==> src/rtl/xtc_pkg.sv <==
package xtc_pkg;

    typedef enum logic [1:0] {
        MODE_FUNC  = 2'd0,
        MODE_FLOAT = 2'd1,
        MODE_XOR   = 2'd2
    } tmode_e;

    typedef struct packed {
        logic test_en;
        logic exec;
        logic tck;
        logic tdi;
    } strap_t;

    typedef struct packed {
        logic val;
        logic oe;
    } drv_t;

    localparam int NUM_CHAINS = 2;

    function automatic tmode_e decode_straps(strap_t s, logic alive);
        tmode_e m;
        m = MODE_FUNC;
        if (s.test_en && !s.tck && s.tdi) begin
            if (!s.exec)
                m = MODE_FLOAT;
            else if (alive)
                m = MODE_XOR;
        end
        return m;
    endfunction

endpackage

==> src/rtl/xtc_strap_latch.sv <==
module xtc_strap_latch
    import xtc_pkg::*;
(
    input  logic   clk,
    input  logic   rst,
    input  strap_t straps,
    input  logic   alive,
    output tmode_e mode
);

    always_ff @(posedge clk) begin
        if (rst)
            mode <= decode_straps(straps, alive);
        else if (mode == MODE_XOR && !alive)
            mode <= MODE_FUNC;
    end

    // losing bus power leaves the test mode on the next edge
    assert_isolate_exit_R8: assert property (@(posedge clk) disable iff (rst)
        (mode == MODE_XOR && !alive) |=> (mode == MODE_FUNC));

    // outside reset the mode only holds or drops from parity tree to functional
    assert_mode_hold_R9: assert property (@(posedge clk) disable iff (rst)
        $past(!rst) |-> ($stable(mode) ||
                         ($past(mode) == MODE_XOR && mode == MODE_FUNC)));

endmodule

==> src/rtl/xtc_xor_chain.sv <==
module xtc_xor_chain #(
    parameter int              NPINS = 48,
    parameter logic [NPINS-1:0] MASK = '1
) (
    input  logic [NPINS-1:0] pins,
    output logic             parity
);

    logic [NPINS-1:0] members;
    logic [NPINS:0]   fold;

    assign members = pins & MASK;
    assign fold[0] = 1'b0;

    for (genvar i = 0; i < NPINS; i++) begin : g_fold
        assign fold[i+1] = fold[i] ^ members[i];
    end

    assign parity = fold[NPINS];

endmodule

==> src/rtl/xtc_pad_gate.sv <==
module xtc_pad_gate
    import xtc_pkg::*;
#(
    parameter int NPINS = 48
) (
    input  tmode_e                   mode,
    input  logic [NPINS-1:0]         func_oe,
    input  logic [NPINS-1:0]         func_pull,
    input  drv_t                     rd_func,
    input  drv_t                     wr_func,
    input  logic [NUM_CHAINS-1:0]    chain_par,
    output logic [NPINS-1:0]         pad_oe,
    output logic [NPINS-1:0]         pad_pull,
    output drv_t                     rd_pad,
    output drv_t                     wr_pad
);

    always_comb begin
        pad_oe   = func_oe;
        pad_pull = func_pull;
        rd_pad   = rd_func;
        wr_pad   = wr_func;
        case (mode)
            MODE_FLOAT: begin
                pad_oe   = '0;
                pad_pull = '0;
                rd_pad   = '{val: rd_func.val, oe: 1'b0};
                wr_pad   = '{val: wr_func.val, oe: 1'b0};
            end
            MODE_XOR: begin
                pad_oe   = '0;
                rd_pad   = '{val: chain_par[0], oe: 1'b1};
                wr_pad   = '{val: chain_par[1], oe: 1'b1};
            end
            default: ;
        endcase
    end

endmodule

==> src/rtl/xortest_ctrl.sv <==
module xortest_ctrl
    import xtc_pkg::*;
#(
    parameter int               NPINS  = 48,
    parameter logic [NPINS-1:0] MASK_A = 48'h0000_001F_FFFF,
    parameter logic [NPINS-1:0] MASK_B = 48'h7FFF_FFE0_0000
) (
    input  logic             clk,
    input  logic             rst,
    input  logic             strap_test,
    input  logic             strap_exec,
    input  logic             strap_tck,
    input  logic             strap_tdi,
    input  logic             bus_alive,
    input  logic [NPINS-1:0] pin_in,
    input  logic [NPINS-1:0] func_oe,
    input  logic [NPINS-1:0] func_pull,
    input  logic             rd_func_val,
    input  logic             rd_func_oe,
    input  logic             wr_func_val,
    input  logic             wr_func_oe,
    output logic [NPINS-1:0] pad_oe,
    output logic [NPINS-1:0] pad_pull,
    output logic             rd_pad_val,
    output logic             rd_pad_oe,
    output logic             wr_pad_val,
    output logic             wr_pad_oe
);

    localparam logic [NUM_CHAINS-1:0][NPINS-1:0] CHAIN_MASKS = {MASK_B, MASK_A};

    tmode_e                mode;
    strap_t                straps;
    logic [NUM_CHAINS-1:0] chain_par;
    drv_t                  rd_pad, wr_pad;

    assign straps = '{test_en: strap_test, exec: strap_exec,
                      tck: strap_tck, tdi: strap_tdi};

    xtc_strap_latch u_latch (
        .clk    (clk),
        .rst    (rst),
        .straps (straps),
        .alive  (bus_alive),
        .mode   (mode)
    );

    for (genvar c = 0; c < NUM_CHAINS; c++) begin : g_chain
        xtc_xor_chain #(.NPINS(NPINS), .MASK(CHAIN_MASKS[c])) u_chain (
            .pins   (pin_in),
            .parity (chain_par[c])
        );
    end

    xtc_pad_gate #(.NPINS(NPINS)) u_gate (
        .mode      (mode),
        .func_oe   (func_oe),
        .func_pull (func_pull),
        .rd_func   ('{val: rd_func_val, oe: rd_func_oe}),
        .wr_func   ('{val: wr_func_val, oe: wr_func_oe}),
        .chain_par (chain_par),
        .pad_oe    (pad_oe),
        .pad_pull  (pad_pull),
        .rd_pad    (rd_pad),
        .wr_pad    (wr_pad)
    );

    assign rd_pad_val = rd_pad.val;
    assign rd_pad_oe  = rd_pad.oe;
    assign wr_pad_val = wr_pad.val;
    assign wr_pad_oe  = wr_pad.oe;

    // float mode silences every driver and pull
    assert_float_quiet_R2: assert property (@(posedge clk) disable iff (rst)
        (mode == MODE_FLOAT) |-> (pad_oe == '0 && pad_pull == '0 &&
                                  !rd_pad_oe && !wr_pad_oe));

    // parity-tree mode drives only the two strobe pins
    assert_xor_drive_R3: assert property (@(posedge clk) disable iff (rst)
        (mode == MODE_XOR) |-> (pad_oe == '0 && rd_pad_oe && wr_pad_oe));

    // one member of chain A flipping flips the read strobe
    assert_flip_a_R7: assert property (@(posedge clk) disable iff (rst)
        ($past(!rst) && mode == MODE_XOR && $past(mode) == MODE_XOR &&
         $countones((pin_in ^ $past(pin_in)) & MASK_A) == 1)
        |-> (rd_pad_val != $past(rd_pad_val)));

    // one member of chain B flipping flips the write strobe
    assert_flip_b_R7: assert property (@(posedge clk) disable iff (rst)
        ($past(!rst) && mode == MODE_XOR && $past(mode) == MODE_XOR &&
         $countones((pin_in ^ $past(pin_in)) & MASK_B) == 1)
        |-> (wr_pad_val != $past(wr_pad_val)));

endmodule

==> config.mk <==
export PLATFORM = sky130hd
export DESIGN_NAME = xortest_ctrl
export DESIGN_NICKNAME = d
export VERILOG_FILES = /design/src/rtl/xtc_pkg.sv /design/src/rtl/xtc_strap_latch.sv /design/src/rtl/xtc_xor_chain.sv /design/src/rtl/xtc_pad_gate.sv /design/src/rtl/xortest_ctrl.sv
export SDC_FILE = /design/constraint.sdc
export NUM_CORES = 1
export LEC_CHECK = 0
export BUFFER_PORTS_ARGS = -buffer_cell sky130_fd_sc_hd__buf_2
export CAP_MARGIN = 20
export CORE_AREA = 2 2 99 101
export CTS_CLUSTER_DIAMETER = 100
export CTS_CLUSTER_SIZE = 25
export DETAILED_ROUTE_END_ITERATION = 6
export DIE_AREA = 0 0 101 103
export GPL_TIMING_DRIVEN = 0
export PLACE_DENSITY = 0.52
export SLEW_MARGIN = 20
export SYNTH_ARGS = -nofsm -noshare
export SYNTH_HDL_FRONTEND = slang
export SYNTH_SLANG_ARGS = --single-unit
==> constraint.sdc <==
create_clock -name clk -period 2.2 [get_ports clk]
set_input_delay 0.11 -clock clk [delete_from_list [all_inputs] [get_ports clk]]
set_output_delay 0.11 -clock clk [all_outputs]
set_load 0.01 [all_outputs]
Word level (Yosys, flattened, before mapping):

Cells that the tools add are included.
W data, S select, Z words.

* equal/unequal tests: 2
* multiplexer cells: 9
* bitwise logic cells: 45
* reductions and logical operators: 7

Operator list (count)
* $mux W48: 2
* $xor A1 B1 Y1: 45
* $mux W2: 5
* $pmux W2 S2: 2
* $logic_and A1 B1 Y1: 3
* $eq A2 B1 Y1 const B: 1
* $eq A2 B2 Y1 const B: 1
* $logic_not A1 Y1: 2
* $reduce_bool A2 Y1: 1
* $reduce_or A2 Y1: 1

* flip-flop bits (word level): 2
* input bits: 155
* output and inout port bits: 100
* word-level logic and storage cells: 64

Depth between registers and ports, before layout:

* depth after elaboration: 26
* gate-level depth with buffers: 5
* mapped depth without buffers: 5

Hierarchy:

A second synthesis with hierarchy kept.

* cell total of the unflattened synthesis: 171
* area, all modules: 1288.7 µm²

By module, submodules not included
* xtc_pad_gate: instances 1, cells each 121, area each 778.2 µm², seq. area each 0.0 µm²
* xtc_xor_chain (g_chain[1].u_chain): instances 1, cells each 23, area each 236.5 µm², seq. area each 0.0 µm²
* xtc_xor_chain (g_chain[0].u_chain): instances 1, cells each 19, area each 180.2 µm², seq. area each 0.0 µm²
* xtc_strap_latch: instances 1, cells each 8, area each 93.8 µm², seq. area each 60.1 µm²

Least setup slack after synthesis:

OpenSTA, ideal clock, no wires.

* path kind: in2out
* from: in pin_in[44]
* to: out wr_pad_val
* data arrival time: 1.348 ns
* data required time: 2.090 ns
* setup slack: 0.742 ns
* cell stages on the path: 5
* path buffers: 0
* cell sequence: xor2_1 > xnor2_1 > xnor3_1 > xnor3_1 > o21ai_1

* longest elaborated chain between the ends: 4

Ends and longest elaborated chain
* from (decl): line xortest_ctrl.sv:15 `input logic [NPINS-1:0] pin_in,`
* $xor A1 B1 Y1 (3 in a row): line xtc_xor_chain.sv:16 `assign fold[i+1] = fold[i] ^ members[i];`
* $pmux W2 S2: line xtc_pad_gate.sv:23 `case (mode)`
* to (decl): line xortest_ctrl.sv:26 `output logic wr_pad_val,`

Every way passes these cells.

Final worst setup path:

* from: reg u_latch.mode[1]
* to: out rd_pad_val

* longest elaborated chain between the ends: 2
* elaborated cells on any way between the ends: 3
* classes of those cells: 2 x eq/ne; 1 x mux

Ends and longest elaborated chain
* from (decl): line xtc_strap_latch.sv:8 `output tmode_e mode`
* from (signal assigned): line xtc_strap_latch.sv:13 `mode <= decode_straps(straps, alive);`
* $eq A2 B2 Y1 / $eq A2 B1 Y1 (equally long branches): line xtc_pad_gate.sv:23
* $pmux W2 S2 (*): line xtc_pad_gate.sv:23
* to (decl): line xortest_ctrl.sv:24 `output logic rd_pad_val,`

Mark *: on every way between the ends. The rest lies on a longest branch, timed or not.

==> flow_metrics.py <==
metrics = {
    "status": {
        "status": "finished, final reports clean",
    },
    "die": {
        "dieArea_mm2": 0.01040,
        "ios": 255,
        "die_x_um": 101,
        "die_h_um": 103,
        "num_rows": 36,
        "core-area_mm2": 0.009459,
        "start_util": 0.1284,
    },
    "route": {
        "dr.pass1.iters": 4,
        "vias": 1989,
        "drcViolationCount": 0,
        "via_per_inst": 3.697,
        "wl_per_cell_um": 9.719,
        "ant_nets": 0,
        "drt_wl_total_um": 5229,
        "drtIter0Drc": 9,
    },
    "layout": {
        "layout_common_cells": "253 x buf_2, 49 x nor2b_1, 48 x and2_1",
        "diodes": 0,
        "final_common_cell": "buf_2",
        "largestRegisters": "u_latch.mode x2",
        "nets": 583,
        "drive_gt1_frac": 0.6038,
        "area_growth_pct": 119.4,
        "largest-register": "u_latch.mode",
        "largest_reg_flops": 2,
        "fillCellCount": 1033,
    },
    "timing": {
        "rsz0062_at_grt": "no",
        "maxSlewViolCount": 0,
        "fmax_ghz": 0.5315,
        "final.period_utilization": 0.8553,
        "fin_crit_ns": 1.882,
        "slew_headroom": 0.6898,
        "setup_viol": 0,
        "skew_ns": 0.003267,
        "fin_setup_tns_ns": 0,
        "setup_ws_ns": 0.3184,
        "tightest_slew_ns": 0.4653,
        "hold_viol": 0,
    },
    "worst_setup_path": {
        "cp_max_fo": 10,
        "critPathSlowestCell": "clkbuf_1",
        "required_ns": 2.09,
        "worst_setup_path_start_kind": "flip-flop",
        "cpPeakStageDelay_ns": 0.41,
        "path_cells": "inv_1, ha_1, clkbuf_1, o21ai_0, o21ai_0, buf_2",
        "cp-end-kind": "output port",
        "arrival_ns": 1.77,
        "critPathKind": "reg2out",
        "critPathMostFrequentCell": "o21ai_0",
    },
    "place": {
        "io_buffer_count": 253,
        "place_congestion": 0.7563,
        "pre_cts_slack_ns": 0.4665,
        "dp_hpwl_um": 4786,
    },
    "flow_run": {
        "drv_cap": 0,
    },
    "global_routing": {
        "grt_pass1_vias": 1658,
        "grt_overflow_total": 0,
        "antenna_found_initial": 0,
        "grt_pass1_wl_um": 6851,
        "grt_max_degree": 11,
        "grtUsageTotal": 0.08037,
    },
    "clock_network": {
        "cts_tree": "done",
        "clock_latency_ns": 0.21,
        "cts.sinks": 2,
        "clk_pin_slew_ns": 0.03,
        "cts_setup_buffers": 0,
        "cts-buffers-inserted": 3,
        "ctsLongestPathBuffers": 2,
        "ctsHtreeMaxLevel": 1,
        "cts_hold_buf": 0,
        "cts-root-buf": "clkbuf_8",
        "cts_resized": 0,
    },
    "synthesis": {
        "avgSynthCellArea_um2": 7.232,
        "synth_compound_area_frac": 0.02266,
        "synth_top_family_by_area": "simple AND/OR/NAND/NOR gates",
        "synthSimpleGateAreaFrac": 0.5304,
        "synthMuxAreaShare": 0,
        "syn_inst": 168,
        "synth_cell_types": 16,
        "ys_seq_elements": 2,
        "yosysSeqAreaShare": 0.04943,
        "syn_area_mm2": 0.001215,
        "ys_warn_count": 0,
        "synth_nets": 325,
        "synth_fa_ha_area_frac": 0.02060,
        "synth_xor_area_frac": 0.3368,
    },
    "power": {
        "ir_drop_mv": 0.1839,
        "p_total_mw": 0.8964,
        "p_leak_nw": 1.560,
        "p_per_area_mw_per_mm2": 336.3,
    },
    "min_path": {
        "hp-class": "in2reg",
    },
}
[power by group]
part | switching, mW | total, mW | internal [mW]
sequential | 0.000928 | 0.0453 | 0.0444
combinational | 0.297 | 0.708 | 0.410
clock | 0.0279 | 0.144 | 0.116
total | 0.326 | 0.896 | 0.570
[critical path, delay by kind of cell (launching register included)]
family | cells | cell delay (ns)
fa+ha+maj | 1 | 0.25
flops | 1 | 0.38
compound gates | 2 | 0.29
buf+inv | 3 | 0.65
[per-stage QoR]
step / util / hold WS [ns] / cell area (um^2) / instances
2_1_floorplan: - / 0.3011 / 1215 / 168
3_3_place_gp: 0.2774 / 0.3988 / 2624 / 535
3_5_place_dp: 0.2774 / 0.4003 / 2624 / 535
4_1_cts: 0.2817 / 0.1830 / 2665 / 538
5_1_grt: 0.2817 / 0.2051 / 2665 / 538
6_report: 0.2817 / 0.1870 / 2665 / 538
[final cells by class]
| type | instances | area (um^2) | share of cell area |
|---|---|---|---|
| inverters | 3 | 11.26 | 0.004225 |
| clock buffers | 3 | 41.29 | 0.01549 |
| well taps | 114 | 142.6 | 0.05352 |
| repair buffers | 253 | 1266 | 0.4751 |
| plain buffers | 10 | 37.54 | 0.01408 |
| flip-flops and latches | 2 | 60.06 | 0.02254 |
| multi-input cells | 153 | 1106 | 0.4150 |
[cell families after synthesis]
| family | count (synthesis) |
|---|---|
| compound gates | 5 |
| xor+xnor | 42 |
| fa+ha+maj | 2 |
| buf+inv | 13 |
| flops | 2 |
| simple gates | 104 |
[cells in the mapped netlist]
cell type | number | area share
o21ai_0 | 3 | 0.012
inv_1 | 3 | 0.0093
and4b_1 | 1 | 0.0082
clkbuf_1 | 10 | 0.031
nand2_1 | 4 | 0.012
edfxtp_1 | 2 | 0.049
and3_1 | 1 | 0.0052
nor2b_1 | 49 | 0.25
ha_1 | 2 | 0.021
xor2_1 | 6 | 0.043
a21o_1 | 1 | 0.0062
nand2b_1 | 1 | 0.0052
o21ai_1 | 1 | 0.0041
xnor3_1 | 3 | 0.056
xnor2_1 | 33 | 0.24
and2_1 | 48 | 0.25
[metal layers]
layer | global-route usage | wire length (um) | vias to the layer above
li1 | - | - | 1020
met1 | 0.08778 | 1930 | 833
met2 | 0.1651 | 2750 | 134
met3 | 0.009492 | 537 | 2
met4 | 0.01559 | 10 | 0
met5 | 0 | 0 | -
[path summary, 6_finish.rpt]
| check | from | to | slack [ns] | cells past startpoint |
|---|---|---|---|---|
| worst max register to register | u_latch.mode[0] | u_latch.mode[0] | 1.09 | 3 |
| worst min register to register | u_latch.mode[1] | u_latch.mode[1] | 0.84 | 2 |
| worst min-delay path | strap_exec | u_latch.mode[0] | 0.19 | 2 |
| worst max-delay path | u_latch.mode[1] | rd_pad_val | 0.32 | 6 |
Note: power is estimated with default switching activity, not from simulation.
